### src/rtl/intc_pkg.sv
package intc_pkg;

  // True when a window [base, base+span) contains addr.
  function automatic logic in_window(input logic [31:0] addr,
                                     input logic [31:0] base,
                                     input logic [31:0] span);
    return (addr >= base) && ((addr - base) < span);
  endfunction

  // Legality of a priority/threshold write for a given maximum priority.
  // With max+1 a power of two every value is accepted and the low bits kept.
  function automatic logic prio_write_ok(input logic [31:0] value,
                                         input int unsigned max_prio);
    if (((max_prio + 1) & max_prio) == 0) return 1'b1;
    return value <= max_prio;
  endfunction

endpackage

### src/rtl/intc_gateway.sv
module intc_gateway #(
  parameter int NUM_SRC = 40,
  parameter int ID_W    = 6
) (
  input  logic               clk,
  input  logic               rst,
  input  logic [NUM_SRC-1:0] src_i,
  input  logic               take_vld_i,
  input  logic [ID_W-1:0]    take_id_i,
  input  logic               done_vld_i,
  input  logic [ID_W-1:0]    done_id_i,
  output logic [NUM_SRC-1:0] pending_o,
  output logic [NUM_SRC-1:0] claimed_o
);

  logic [NUM_SRC-1:0] pend_q;
  logic [NUM_SRC-1:0] clm_q;

  always_ff @(posedge clk) begin
    if (rst) begin
      pend_q <= '0;
      clm_q  <= '0;
    end else begin
      for (int i = 0; i < NUM_SRC; i++) begin
        if (i == 0) begin
          pend_q[i] <= 1'b0;
          clm_q[i]  <= 1'b0;
        end else begin
          // level follows the line; a claim drops it for one cycle
          pend_q[i] <= src_i[i] & ~(take_vld_i && (take_id_i == ID_W'(i)));
          if (take_vld_i && (take_id_i == ID_W'(i)))
            clm_q[i] <= 1'b1;
          else if (done_vld_i && (done_id_i == ID_W'(i)))
            clm_q[i] <= 1'b0;
        end
      end
    end
  end

  assign pending_o = pend_q;
  assign claimed_o = clm_q;

endmodule

### src/rtl/intc_arbiter.sv
module intc_arbiter #(
  parameter int NUM_SRC = 40,
  parameter int PRIO_W  = 3,
  parameter int ID_W    = 6
) (
  input  logic [NUM_SRC-1:0]             cand_i,
  input  logic [NUM_SRC-1:0][PRIO_W-1:0] prio_i,
  input  logic [PRIO_W-1:0]              thr_i,
  output logic [ID_W-1:0]                win_o
);

  logic [PRIO_W-1:0] best_p;

  // Linear scan: strict compare keeps the lowest id on ties.
  always_comb begin
    best_p = thr_i;
    win_o  = '0;
    for (int i = 1; i < NUM_SRC; i++) begin
      if (cand_i[i] && (prio_i[i] > best_p)) begin
        best_p = prio_i[i];
        win_o  = ID_W'(i);
      end
    end
  end

endmodule

### src/rtl/intc_core.sv
module intc_core #(
  parameter int          NUM_SRC    = 40,
  parameter int          NUM_CTX    = 2,
  parameter int          MAX_PRIO   = 7,
  parameter int          ADDR_W     = 24,
  parameter logic [31:0] PRIO_BASE  = 32'h0000_0000,
  parameter logic [31:0] PEND_BASE  = 32'h0000_1000,
  parameter logic [31:0] EN_BASE    = 32'h0000_2000,
  parameter logic [31:0] EN_STRIDE  = 32'h0000_0080,
  parameter logic [31:0] CTX_BASE   = 32'h0020_0000,
  parameter logic [31:0] CTX_STRIDE = 32'h0000_1000
) (
  input  logic               clk,
  input  logic               rst,
  input  logic [NUM_SRC-1:0] src_i,
  input  logic               bus_valid_i,
  input  logic               bus_write_i,
  input  logic [ADDR_W-1:0]  bus_addr_i,
  input  logic [31:0]        bus_wdata_i,
  output logic               rsp_valid_o,
  output logic [31:0]        rsp_data_o,
  output logic               rsp_err_o,
  output logic [NUM_CTX-1:0] irq_o
);
  import intc_pkg::*;

  localparam int PRIO_W   = $clog2(MAX_PRIO + 1);
  localparam int ID_W     = $clog2(NUM_SRC);
  localparam int EN_WORDS = (NUM_SRC + 31) / 32;
  localparam int EW_W     = (EN_WORDS > 1) ? $clog2(EN_WORDS) : 1;
  localparam int CTX_W    = (NUM_CTX > 1) ? $clog2(NUM_CTX) : 1;
  localparam int EN_SH    = $clog2(EN_STRIDE);
  localparam int CTX_SH   = $clog2(CTX_STRIDE);
  localparam logic [31:0] PRIO_SPAN = 32'(NUM_SRC * 4);
  localparam logic [31:0] PEND_SPAN = 32'(EN_WORDS * 4);
  localparam logic [31:0] EN_SPAN   = 32'(NUM_CTX) * EN_STRIDE;
  localparam logic [31:0] CTX_SPAN  = 32'(NUM_CTX) * CTX_STRIDE;

  // ---------------- architectural state ----------------
  logic [NUM_SRC-1:0][PRIO_W-1:0]          prio_q;
  logic [NUM_CTX-1:0][PRIO_W-1:0]          thr_q;
  logic [NUM_CTX-1:0][EN_WORDS*32-1:0]     en_q;
  logic [NUM_CTX-1:0]                      irq_q;
  logic                                    rsp_valid_q;
  logic [31:0]                             rsp_data_q;
  logic                                    rsp_err_q;

  logic [NUM_SRC-1:0]                      pending_w;
  logic [NUM_SRC-1:0]                      claimed_w;
  logic [NUM_CTX-1:0][ID_W-1:0]            win;
  logic [EN_WORDS*32-1:0]                  pend_flat;

  // ---------------- address decode ----------------
  logic [31:0]       addr32;
  logic              aligned;
  logic [31:0]       off_prio, off_pend, off_en, off_ctx;
  logic              hit_prio, hit_pend, hit_en, hit_ctx;
  logic [ID_W-1:0]   prio_idx;
  logic [EW_W-1:0]   pend_word;
  logic [CTX_W-1:0]  en_ctx, ctx_idx;
  logic [31:0]       en_word_full, ctx_off;
  logic [EW_W-1:0]   en_word;
  logic              en_word_ok, is_thr, is_clm;
  logic              rd, wr, prio_ok;

  always_comb begin
    addr32       = 32'(bus_addr_i);
    aligned      = (addr32 & 32'h3) == 32'h0;
    off_prio     = addr32 - PRIO_BASE;
    off_pend     = addr32 - PEND_BASE;
    off_en       = addr32 - EN_BASE;
    off_ctx      = addr32 - CTX_BASE;
    hit_prio     = aligned && in_window(addr32, PRIO_BASE, PRIO_SPAN);
    hit_pend     = aligned && in_window(addr32, PEND_BASE, PEND_SPAN);
    hit_en       = aligned && in_window(addr32, EN_BASE, EN_SPAN);
    hit_ctx      = aligned && in_window(addr32, CTX_BASE, CTX_SPAN);
    prio_idx     = ID_W'(off_prio >> 2);
    pend_word    = EW_W'(off_pend >> 2);
    en_ctx       = CTX_W'(off_en >> EN_SH);
    en_word_full = (off_en & (EN_STRIDE - 32'd1)) >> 2;
    en_word_ok   = en_word_full < 32'(EN_WORDS);
    en_word      = EW_W'(en_word_full);
    ctx_idx      = CTX_W'(off_ctx >> CTX_SH);
    ctx_off      = off_ctx & (CTX_STRIDE - 32'd1);
    is_thr       = ctx_off == 32'd0;
    is_clm       = ctx_off == 32'd4;
    rd           = bus_valid_i && !bus_write_i;
    wr           = bus_valid_i && bus_write_i;
    prio_ok      = prio_write_ok(bus_wdata_i, MAX_PRIO);
  end

  // ---------------- claim / complete side effects ----------------
  logic            take_vld, done_vld;
  logic [ID_W-1:0] take_id, done_id;

  assign take_id  = win[ctx_idx];
  assign take_vld = rd && hit_ctx && is_clm && (take_id != '0);
  assign done_vld = wr && hit_ctx && is_clm && (bus_wdata_i < 32'(NUM_SRC));
  assign done_id  = ID_W'(bus_wdata_i);

  intc_gateway #(.NUM_SRC(NUM_SRC), .ID_W(ID_W)) u_gate (
    .clk        (clk),
    .rst        (rst),
    .src_i      (src_i),
    .take_vld_i (take_vld),
    .take_id_i  (take_id),
    .done_vld_i (done_vld),
    .done_id_i  (done_id),
    .pending_o  (pending_w),
    .claimed_o  (claimed_w)
  );

  assign pend_flat = (EN_WORDS*32)'(pending_w);

  // ---------------- per-context arbitration ----------------
  for (genvar c = 0; c < NUM_CTX; c++) begin : g_ctx
    logic [NUM_SRC-1:0] cand;
    assign cand = pending_w & ~claimed_w & en_q[c][NUM_SRC-1:0];
    intc_arbiter #(.NUM_SRC(NUM_SRC), .PRIO_W(PRIO_W), .ID_W(ID_W)) u_arb (
      .cand_i (cand),
      .prio_i (prio_q),
      .thr_i  (thr_q[c]),
      .win_o  (win[c])
    );
  end

  // ---------------- read mux ----------------
  logic [31:0] rdata_n;
  logic        err_n;

  always_comb begin
    rdata_n = '0;
    err_n   = 1'b0;
    if (hit_prio) begin
      rdata_n = 32'(prio_q[prio_idx]);
    end else if (hit_pend) begin
      rdata_n = pend_flat[pend_word*32 +: 32];
      err_n   = bus_write_i;
    end else if (hit_en) begin
      if (en_word_ok) rdata_n = en_q[en_ctx][en_word*32 +: 32];
      else            err_n   = 1'b1;
    end else if (hit_ctx) begin
      if (is_thr)      rdata_n = 32'(thr_q[ctx_idx]);
      else if (is_clm) rdata_n = 32'(take_id);
      else             err_n   = 1'b1;
    end else begin
      err_n = 1'b1;
    end
  end

  // ---------------- register updates ----------------
  always_ff @(posedge clk) begin
    if (rst) begin
      prio_q      <= '0;
      thr_q       <= '0;
      en_q        <= '0;
      irq_q       <= '0;
      rsp_valid_q <= 1'b0;
      rsp_data_q  <= '0;
      rsp_err_q   <= 1'b0;
    end else begin
      rsp_valid_q <= bus_valid_i;
      rsp_err_q   <= bus_valid_i && err_n;
      rsp_data_q  <= (rd && !err_n) ? rdata_n : 32'h0;
      if (wr && hit_prio && prio_ok)
        prio_q[prio_idx] <= bus_wdata_i[PRIO_W-1:0];
      if (wr && hit_en && en_word_ok)
        en_q[en_ctx][en_word*32 +: 32] <= bus_wdata_i;
      if (wr && hit_ctx && is_thr && prio_ok)
        thr_q[ctx_idx] <= bus_wdata_i[PRIO_W-1:0];
      for (int c = 0; c < NUM_CTX; c++)
        irq_q[c] <= win[c] != '0;
    end
  end

  assign rsp_valid_o = rsp_valid_q;
  assign rsp_data_o  = rsp_data_q;
  assign rsp_err_o   = rsp_err_q;
  assign irq_o       = irq_q;

endmodule

### config.mk
export PLATFORM = sky130hd
export DESIGN_NAME = intc_core
export DESIGN_NICKNAME = d
export VERILOG_FILES = /design/src/rtl/intc_pkg.sv /design/src/rtl/intc_gateway.sv /design/src/rtl/intc_arbiter.sv /design/src/rtl/intc_core.sv
export SDC_FILE = /design/constraint.sdc
export NUM_CORES = 1
export LEC_CHECK = 0
export ABC_CLOCK_PERIOD_IN_PS = 158700
export BUFFER_PORTS_ARGS = -buffer_cell sky130_fd_sc_hd__buf_2
export CAP_MARGIN = 10
export CELL_PAD_IN_SITES_DETAIL_PLACEMENT = 1
export CELL_PAD_IN_SITES_GLOBAL_PLACEMENT = 1
export CORE_ASPECT_RATIO = 0.5
export CORE_UTILIZATION = 35
export DETAILED_ROUTE_END_ITERATION = 6
export GPL_TIMING_DRIVEN = 1
export PLACE_DENSITY_LB_ADDON = 0.25
export SLEW_MARGIN = 10
export SYNTH_ARGS = -nofsm -noshare
export SYNTH_HDL_FRONTEND = slang
export SYNTH_SLANG_ARGS = --single-unit
### constraint.sdc
create_clock -name clk -period 158.7 [get_ports clk]
set_input_delay 23.805 -clock clk [delete_from_list [all_inputs] [get_ports clk]]
set_output_delay 23.805 -clock clk [all_outputs]
set_load 0.01 [all_outputs]
Yosys cells after proc, flatten, opt, wreduce, memory -nomap -nowiden
Cells that the tools add are included.

operators by class
  reductions and logical operators = 228
  $lt $le $gt $ge = 93
  eq/ne operators = 79
  muxes and demuxes = 263
  bitwise logic cells = 83
  shifts and indexed selects = 4
  $add $sub $neg = 4

operators by type and width
  cell                                                    number
  two-way mux 3 bit                                       90
  > comparator 3 bit                                      78
  equality test 6 x 5 -> 1 bit, second input constant     32
  two-way mux 64 bit                                      3
  logical AND 1 bit                                       180
  two-way mux 5 bit                                       32
  bitwise mux 128 bit                                     1
  indexed part select 64 x 7 -> 32 bit                    2
  two-way mux 6 bit                                       21
  bitwise AND 40 bit                                      3
  bitwise mux 120 bit                                     1
  equality test 6 x 4 -> 1 bit, second input constant     16
  equality test 6 bit, second input constant              16
  two-way mux 32 bit                                      3
  two-way mux 1 bit                                       87
  nonzero test 2 bit                                      39
  demux 64 bit (select 1 bit)                             1
  logical NOT 32 bit                                      2
  two-way mux 4 bit                                       16
  variable shift 32 x 34 -> 64 bit, first input constant  1
  indexed part select 32 x 34 -> 64 bit                   1
  equality test 6 x 3 -> 1 bit, second input constant     8
  inverter 1 bit                                          40
  inverter 40 bit                                         1
  30 further kinds                                        80

word-level totals
  register bits = 370
  bits of input ports = 100
  output and inout bits = 36

Logic depth before layout (Yosys ltp)
Gate-level depths: netlist of the first run.

  depth after elaboration = 127
  depth in mapped cells = 270

By module
A second synthesis of the first run with hierarchy kept.

unflattened totals
  cells, all modules = 3733
  area, all modules = 27949.3 um2

modules (own cells, without submodules)
  module                          area each (um2)  instances  cells each  seq. area each (um2)
  intc_core                       13867.0          1          1695        5805.6
  intc_arbiter at g_ctx[1].u_arb  5768.0           1          906         0.0
  intc_arbiter at g_ctx[0].u_arb  5429.0           1          838         0.0
  intc_gateway                    2885.3           1          294         1561.5

Worst setup path after synthesis of the first run
No wires, ideal clock.

  path kind = flip-flop to flip-flop
  start point = reg thr_q[5] (netlist name)
  end point = reg u_gate.pend_q[10] (netlist: u_gate.pending_o[10])
  buffers on the path = 4
  path slack = 106.304 ns
  cell stages (with the launch flop) = 263
  arrival time = 52.280 ns
  cell sequence = dfxtp_1 inv_1 ha_1 nand3_1 and3_1 buf_4 nand2_4 nand2_1 o21ai_0 ha_1 nor2_1 a21oi_1 a2111oi_0 o211ai_1 mux2_2 ha_1 nor2_1 o211ai_1 (+227 left out) a31oi_2 nand2_1 o31a_1 ha_1 nor2b_1 o21ai_0 a21oi_1 inv_1 mux2_2 ha_1 nor2b_1 o21a_1 o2111ai_1 a21bo_1 a211o_1 a2111oi_4 nand4_1 and3_1

between the ends
  word-level cells in the longest chain between the ends = 124

RTL lines
  what                                                       RTL line            source
  start: declaration                                         intc_core.sv:41     logic [NUM_CTX-1:0][PRIO_W-1:0] thr_q;
  start signal: indexed assignment                           intc_core.sv:170    thr_q[ctx_idx] <= bus_wdata_i[PRIO_W-1:0];
  > comparator 3 bit                                         intc_arbiter.sv:19  if (cand_i[i] && (prio_i[i] > best_p)) begin
  logical AND 1 bit                                          intc_arbiter.sv:19
  two-way mux 3 bit                                          intc_arbiter.sv:19
  > comparator 3 bit                                         intc_arbiter.sv:19
  logical AND 1 bit                                          intc_arbiter.sv:19
  two-way mux 3 bit                                          intc_arbiter.sv:19
  > comparator 3 bit                                         intc_arbiter.sv:19
  logical AND 1 bit                                          intc_arbiter.sv:19
  (+107 left out)                                            -
  logical AND 1 bit                                          intc_arbiter.sv:19
  two-way mux 6 bit (*)                                      intc_arbiter.sv:19
  two-way mux 6 bit (not written as such) (*) (2 in series)  intc_core.sv:96     assign take_id = win[ctx_idx];
  nonzero test 6 bit                                         intc_core.sv:97     assign take_vld = rd && hit_ctx && is_clm && (take_id != '0);
  logical AND 1 bit                                          intc_core.sv:97
  logical AND 1 bit (*)                                      intc_gateway.sv:30  pend_q[i] <= src_i[i] & ~(take_vld_i && (take_id_i == ID_W'(i)));
  inverter 1 bit (*)                                         intc_gateway.sv:30
  bitwise AND 1 bit (*)                                      intc_gateway.sv:30
  end signal: indexed assignment                             intc_gateway.sv:30
  end: declaration                                           intc_gateway.sv:16  logic [NUM_SRC-1:0] pend_q;

Mark *: on every way between the ends. The rest lies on a longest branch, timed or not. The select of a mux whose other input is x is not followed.
A chain may end at the register's enable or synchronous reset.

Worst setup path in the final report of the first run
  start point = reg prio_q[5] (netlist name)
  end point = reg u_gate.pend_q[6] (netlist: u_gate.pending_o[6])

between the ends
  word-level cells in the longest chain between the ends = 124

RTL lines
  what                                                       RTL line            source
  start: declaration                                         intc_core.sv:40     logic [NUM_SRC-1:0][PRIO_W-1:0] prio_q;
  start signal: indexed assignment                           intc_core.sv:166    prio_q[prio_idx] <= bus_wdata_i[PRIO_W-1:0];
  > comparator 3 bit                                         intc_arbiter.sv:19
  logical AND 1 bit                                          intc_arbiter.sv:19
  two-way mux 3 bit                                          intc_arbiter.sv:19
  > comparator 3 bit                                         intc_arbiter.sv:19
  logical AND 1 bit                                          intc_arbiter.sv:19
  two-way mux 3 bit                                          intc_arbiter.sv:19
  > comparator 3 bit                                         intc_arbiter.sv:19
  logical AND 1 bit                                          intc_arbiter.sv:19
  (+107 left out)                                            -
  logical AND 1 bit                                          intc_arbiter.sv:19
  two-way mux 6 bit                                          intc_arbiter.sv:19
  two-way mux 6 bit (not written as such) (*) (2 in series)  intc_core.sv:96
  nonzero test 6 bit                                         intc_core.sv:97
  logical AND 1 bit                                          intc_core.sv:97
  logical AND 1 bit (*)                                      intc_gateway.sv:30
  inverter 1 bit (*)                                         intc_gateway.sv:30
  bitwise AND 1 bit (*)                                      intc_gateway.sv:30

Marked as above.

==> results.txt, run 1 <==
In the synthesized netlist the async set-or-reset flop fraction comes to 0%. The sequential cell area is 7370 um2. The share of total power in sequential cells is 45.9%. The iteration count of the initial detailed-routing pass is 7. Along the worst path, the maximum fanout reaches 12. The clock latency on the worst-skew pair came out at 0.59 ns. The area inside the core boundary came out at 75900 um2. The non-filler instance count after layout came out at 4657. The flop-to-flop setup slack came out at 97.83 ns. The pin count of the biggest net entering global routing came out at 183. In this run the worst setup path begins at prio_q[5]. The initial core utilization came out at 35.7%. In this run the critical register-to-register path is captured at u_gate.pending_o[6]. After detailed routing, the total wire length is 121000 um.

For the final database, setup skew stands at 0.0222 ns. The area of the die is 78600 um2. The most instantiated flip-flop cell in the synthesis netlist is dfxtp_1. After clock tree synthesis, the clock-pin slew on the worst setup and hold paths is 0.07 ns.

The final count of pins violating max slew is 0. The data arrival time of the worst path came out at 61.34 ns. The number of nets at the end of the flow came out at 3797. Averaged over all synthesized cells, the footprint is 7.53 um2. The standard cell area after detailed placement came out at 28500 um2. The total net switching power is 0.0511 mW. The time the final worst path needs with I/O delays and setup is 60.87 ns.

Sorting the synthesized cells by how often they occur yields nand2_1 (652), a21oi_1 (377), dfxtp_1 (368). The clock root buffer is clkbuf_16. The largest total area in the synthesized netlist belongs to dfxtp_1.

The total power density per cell area came out at 6.82 nW/um2. The die extent in y is 199 um. The multi-input combinational cell area is 18500 um2. The leakage power figure is 11.0 nW. The hold buffer count at cts is 0. The width of the chip is 396 um. The number of hold-slack violations in the final timing report came to 0. The setup path with the least slack is of type flip-flop to flip-flop. The run finished, with violations left. Setup repair after global routing left no endpoint under its margin. Summed over all failing endpoints, the final setup total negative slack is 0 ns. Counting stages on the worst path, the most repeated cell is ha_1.

The post-layout utilization of the core is 39.4%. The post-placement cell count came out at 4581. The number of top-level design ports came out at 136. For this run, the register share of the synthesized area comes to 27.2%. Of the post-synthesis cell area, the dominant cell type holds 27.2%. The proportion of total power due to net switching came out at 25.1%. The top achievable clock speed is 0.0164 GHz. The number of remaining DRC errors is 1. The number of clock buffers inserted by TritonCTS came out at 40. STA classifies the critical path startpoint as a flip-flop. The number of max-cap violations came out at 0. The clock tree from TritonCTS is yes. The count of nets left with antenna violations once routing finished came out at 0.

The final weighted congestion of routability-driven global placement came out at 0.935. The number of antenna violations at the first check in global routing is 7. The relative contribution of combinational cells to total power came out at 5.4%. The via count of the first global-routing pass is 27600. The path category of the worst min-delay check is flip-flop to flip-flop. The path with the worst hold slack has its endpoint at en_q[46].

The worst hold path depth is 2. The number of setup buffers added after CTS is 0. Timing analysis after detailed placement gives a worst setup slack of 98.70 ns. The global-route total usage across every layer is 30.0%. After synthesis, the cell types taking the most area are dfxtp_1 (27%), nand2_1 (9.0%), a21oi_1 (7.0%). The routed via count divided by cell count came out at 6.18. The unique cell type count in the Yosys netlist came out at 124. The area overhead of the layout relative to synthesis is 10.2%. Yosys mapped a number of flops with a built-in enable equal to 0. In this run the tool buffered the top-level ports with 134 buffer cells.

The synthesized design contains 368 register bits. The required time of the worst setup path came out at 159.17 ns. Counting cells, the worst reg-to-reg path comes to 259. The total via count after detailed routing came out at 28800. The actual slew at the worst max-slew pin is 1.37 ns. Hold timing on the final database bottoms out at a slack of 0.453 ns. The slowest stage of the critical path belongs to the cell a21oi_1.

The internal power of the cells is 0.152 mW. Setup slack closes at 97.83 ns. The post-synth design cell area came out at 27100 um2. The placed wire-length estimate came out at 92300 um. The clock tree synthesis step divided the H-tree into 2 levels. Per report_power, the clock group accounts for 48.7% of the total. Across the VDD grid, the largest voltage drop is 0.00729 mV. The global-route wire length before repair came out at 179000 um. The post-cts sizing count came out at 0. The worst relative slew slack came out at 7.98%. STA classifies the critical path endpoint as a flip-flop. The delay contributed by the slowest stage of the critical path came out at 1.02 ns. The detailed router's first-iteration violation count came out at 2540. Setup violations remaining at the end of the flow were counted as 0. The worst register-to-register path begins at prio_q[5]. In this run the core area contains 71 standard-cell rows.

The overall power of the completed layout is 0.204 mW. The final design instance area without fill came out at 29900 um2. The fraction of final layout cells with drive strength greater than 1 is 12.1%. The checks that failed: DRC. The startpoint identified for the worst hold timing path is en_q[46]. The layout has 9435 filler cells.

The synthesized netlist net count is 3798. The wire length per cell is 26.0 um. The number of warnings reported in the yosys synthesis log is 0. Synthesis handed over a netlist of 3602 instances. Dividing the final minimum period by the clock period gives 38.4%. Global routing finished with a remaining overflow of 0. nand2_1 is the most common cell in the netlist. The maximum buffer depth of the clock tree came out at 3.

Clock tree synthesis found a total of 368 sinks.
routing by layer:
| metal | part of all wire [%] | track usage, % |
|---|---|---|
| met3 | 8.9 | 5.45 |
| met1 | 46 | 43.3 |
| met5 | 0.017 | 0 |
| met2 | 43 | 45.8 |
| met4 | 2.1 | 7.05 |
how the worst max path moves through the flow:
stage	to	slack [ns]	depth (start not counted)
2_1_floorplan	u_gate.pending_o[10]	106.30	262
3_3_place_gp	u_gate.pending_o[2]	99.97	259
3_5_place_dp	u_gate.pending_o[2]	98.70	259
4_1_cts	u_gate.pending_o[2]	98.51	259
5_1_grt	u_gate.pending_o[6]	94.25	259
6_report	u_gate.pending_o[6]	97.83	259
state kept, by name (all words and copies together), names as in the netlist:
name,flops
rsp_valid_o,1
u_gate.pending_o,39
en_q,128
irq_o,2
prio_q,120
u_gate.claimed_o,39
rsp_data_o,32
thr_q,6
rsp_err_o,1
power by group through the flow:
stage          clock network [mW]  logic, mW  registers [mW]
3_5_place_dp                    0     0.0108          0.0955
5_1_grt                     0.104     0.0114          0.0934
6_report                   0.0991     0.0110          0.0934
3_3_place_gp                    0     0.0106          0.0954
4_1_cts                    0.0997     0.0108          0.0934
2_1_floorplan                   0    0.00571          0.0952
critical path, delay by kind of cell, from the launching register on:
kind,cells,cell delay (ns)
adders and majority gates,61,18.52
muxes,16,5.11
and+or+nand+nor,89,15.47
AOI/OAI and AO/OA,88,20.14
buffers and inverters,5,0.80
DFF,1,0.66
cells by family after synthesis:
group | Yosys count | share of synthesized area [%]
AOI/OAI and AO/OA | 1053 | 25.3
adders and majority gates | 145 | 6.26
DFF | 368 | 27.2
buffers and inverters | 338 | 4.80
and+or+nand+nor | 1520 | 26.4
muxes | 174 | 9.90
xor gates and xnor gates | 4 | 0.129
cell usage in the layout (no fill, tap or decap), drive strengths merged, types with 23 or more instances in the layout:
cell	instances
nor2b	27
and2	63
a21oi	380
dfxtp	368
mux4	68
nand4	45
buf	160
inv	136
and3b	60
mux2	31
a21o	28
maj3	49
o21a	39
mux2i	75
a22oi	43
a21boi	27
a31oi	43
nand2	655
ha	96
nor3	41
nand3	103
nor2	341
o21ai	224
o22ai	23
and3	60
o211ai	33
clkbuf	58
or2	32
o31ai	30
final cells by class:
cell class / instances / share of cell area, %
multi-input combinational: 2896 / 61.8
sequential: 368 / 24.7
tap: 1022 / 4.28
clock buffer: 58 / 3.78
timing repair buffer: 160 / 3.00
inverter: 135 / 1.70
clock inverter: 12 / 0.712
antenna: 6 / 0.0503
Note: power is estimated with default switching activity, not from simulation.
==> run 2: changes to the inputs <==
Settings changed: ABC_CLOCK_PERIOD_IN_PS 158700 to 59600.
Clock period 158.7 ns to 59.6 ns, I/O delays scaled along.
==> run 2 against run 1 <==
  * The flow now finishes without violations
  * Highest routed layer unchanged
  * Global-route usage barely moved
  * Count of clock-buffer cells in the layout increased by 1
  * Final area rose by 1.5%
  * Largest cell class unchanged
==> results.txt, run 2 (synthesized netlist as in run 1, its figures left out) <==
The H-tree was split into 2 levels. The detailed router's first-iteration violation count came out at 2605. At the worst endpoint, the required time is 60.09 ns.

The total via count after detailed routing came out at 28800. The cell repeated most along the worst path is ha_1. Clock latency on the worst-skew pair, taken at its later pin, is 0.60 ns. The worst-case setup slack after placement is 0.227 ns. The leakage power figure came out at 11.2 nW.

The total power density per cell area came out at 17.9 nW/um2. The overflow left after global routing came out at 0. The number of antenna violations at the first check in global routing came out at 4. The library cell used most frequently in the layout, excluding fill and tap cells, is nand2_1. The number of max-cap violations is 0. The register with the most flip-flops in the layout has 128 of them. Counting tap cells, the placed design contains a total of 4586 instances. The worst register-to-register path begins at thr_q[5]. The global-route wire length before repair is 179000 um.

The number of top-level design ports is 136. The largest registers in the layout are en_q (128), prio_q (120). The final weighted congestion of routability-driven global placement came out at 0.937.

In this run the critical register-to-register path is captured at u_gate.pending_o[15]. en_q holds more flip-flops than any other register. The floorplan step set the die height to 199 um. The flow ran to the end, and the final reports show no timing, DRC or antenna violations. Data arrives at the worst endpoint at 56.80 ns. Relative to the synthesized area, the layout overhead comes to 11.8%.

Hold is met by 0.452 ns. Setup slack closes at 3.28 ns. The share of the clock period used by the worst path after layout came out at 94.5%. The clock share of power came out at 48.7%. The final setup violation count is 0. On the critical path, the stage with the largest delay is an instance of or4_1. The wire length per cell came out at 25.9 um.

The worst relative slew slack is 22.7%. The fraction of final layout cells with drive strength greater than 1 came out at 14.0%. The die covers 78600 um2. The proportion of total power due to net switching came out at 25.2%.

The port buffer count came out at 134. The global-route total usage across every layer is 30.0%. For this run, the share of the core covered by cells in the final layout is 40.0%. For hold timing, the worst endpoint is en_q[44]. The category of the worst setup path capture point is a flip-flop. Leaving out fill and tap cells, the most frequent cells in the layout are nand2_1 (649), dfxtp_1 (367), a21oi_1 (366), nor2_1 (330), o21ai_0 (177). The actual slew at the worst max-slew pin is 1.15 ns.

The layout filler cell count came out at 9359. The clock skew came out at 0.0474 ns. The worst setup path is launched from a flip-flop. Hold repair after CTS inserted 0 buffers. For this run, design rule violations remaining after detail routing come to 0. In this run the clock root is driven by a clkbuf_16.

The pin count of the biggest net entering global routing is 101. The number of hold-slack violations in the final timing report came out at 0. The clock-pin slew on the worst setup and hold paths came out at 0.07 ns. The non-filler instance count after layout came out at 4672. The first detailed-routing pass ran for 5 iterations. The worst hold path begins at en_q[44]. Once placement finished, the instance area stood at 28500 um2.

The number of clock buffers inserted by TritonCTS came out at 40. The delay contributed by the slowest stage of the critical path came out at 0.51 ns. The clock drives 368 sinks. The total net switching power came out at 0.137 mW. The routed via count divided by cell count is 6.16. The relative contribution of combinational cells to total power came out at 5.5%. IR analysis of the VDD net gives a maximum drop of 0.0186 mV.

The maximum buffer depth of the clock tree came out at 3. The internal power of the cells came out at 0.405 mW. The share of total power in sequential cells came out at 45.9%. The final count of pins violating max slew is 0. The die is 396 um wide. The placed wire-length estimate came out at 92800 um. The area inside the core boundary came out at 75900 um2.

The critical path is of the flip-flop to flip-flop type. The number of placement rows is 71. The largest driver fanout on the critical path came out at 15.

The worst hold path depth is 2. The path category of the worst min-delay check is flip-flop to flip-flop. The number of nets with antenna violations after detailed routing is 0.

The flop-to-flop setup slack came out at 3.28 ns. The time the final worst path needs with I/O delays and setup is 56.32 ns. After routing the design area is 30300 um2. The initial core utilization is 35.7%. For this block, the routed nets add up to 121000 um of wire.

The number of nets at the end of the flow is 3814. TritonCTS built the clock tree. The via count of the first global-routing pass came out at 27800.

For the worst flop-to-flop path, the logic depth is 262. Static timing analysis puts the maximum clock frequency at 0.0178 GHz.
## run 2: per-stage QoR
step	setup TNS (ns)	power (mW)
6_report	0	0.542
4_1_cts	0	0.543
2_1_floorplan	0	0.269
3_5_place_dp	0	0.283
3_3_place_gp	0	0.282
5_1_grt	-6.04	0.556
## run 2: power groups by stage
stage / registers (mW) / logic, mW / clock network [mW]
floorplan: 0.254 / 0.0152 / 0
global placement: 0.254 / 0.0283 / 0
detailed placement: 0.254 / 0.0287 / 0
CTS: 0.249 / 0.0287 / 0.266
global route: 0.249 / 0.0309 / 0.276
finish: 0.249 / 0.0297 / 0.264
## run 2: layout make-up
type	count	area [um2]	share of cell area (%)
sequential	368	7370	24.3
tap	1022	1280	4.22
clock inverter	12	200	0.660
timing repair buffer	177	1030	3.38
multi-input combinational	2896	18800	61.9
antenna	3	7.51	0.0248
clock buffer	59	1160	3.83
inverter	135	507	1.67
## run 2: worst max-delay path by stage
stage	start	endpoint	slack, ns	cells past startpoint
final	thr_q[5]	u_gate.pending_o[15]	3.28	262
after global routing	thr_q[2]	u_gate.pending_o[15]	-0.17	260
after CTS	thr_q[5]	u_gate.pending_o[15]	0.08	259
after detailed placement	thr_q[5]	u_gate.pending_o[15]	0.23	259
after global placement	thr_q[5]	u_gate.pending_o[15]	1.38	259
after floorplan	thr_q[5]	u_gate.pending_o[10]	7.20	262
## run 2: what timing repair did
item                                    CTS  global route
resized for setup                         0            85
buffers inserted                          0            12
endpoints found under the setup margin    0            86
## run 2: routing by layer
layer	global-route usage [%]	wire (um)	part of all wire (%)
met1	43.4	56500	47
met2	45.3	51100	42
met3	5.87	11000	9.0
met4	6.94	2660	2.2
met5	0	13	0.011
## run 2: critical path: cells and delay by family (launching register included)
kind | cells | cell delay (ns)
fa+ha+maj | 61 | 18.59
compound gates | 87 | 16.51
simple gates | 90 | 14.64
mux | 16 | 4.96
buf+inv | 8 | 1.08
flops | 1 | 0.39
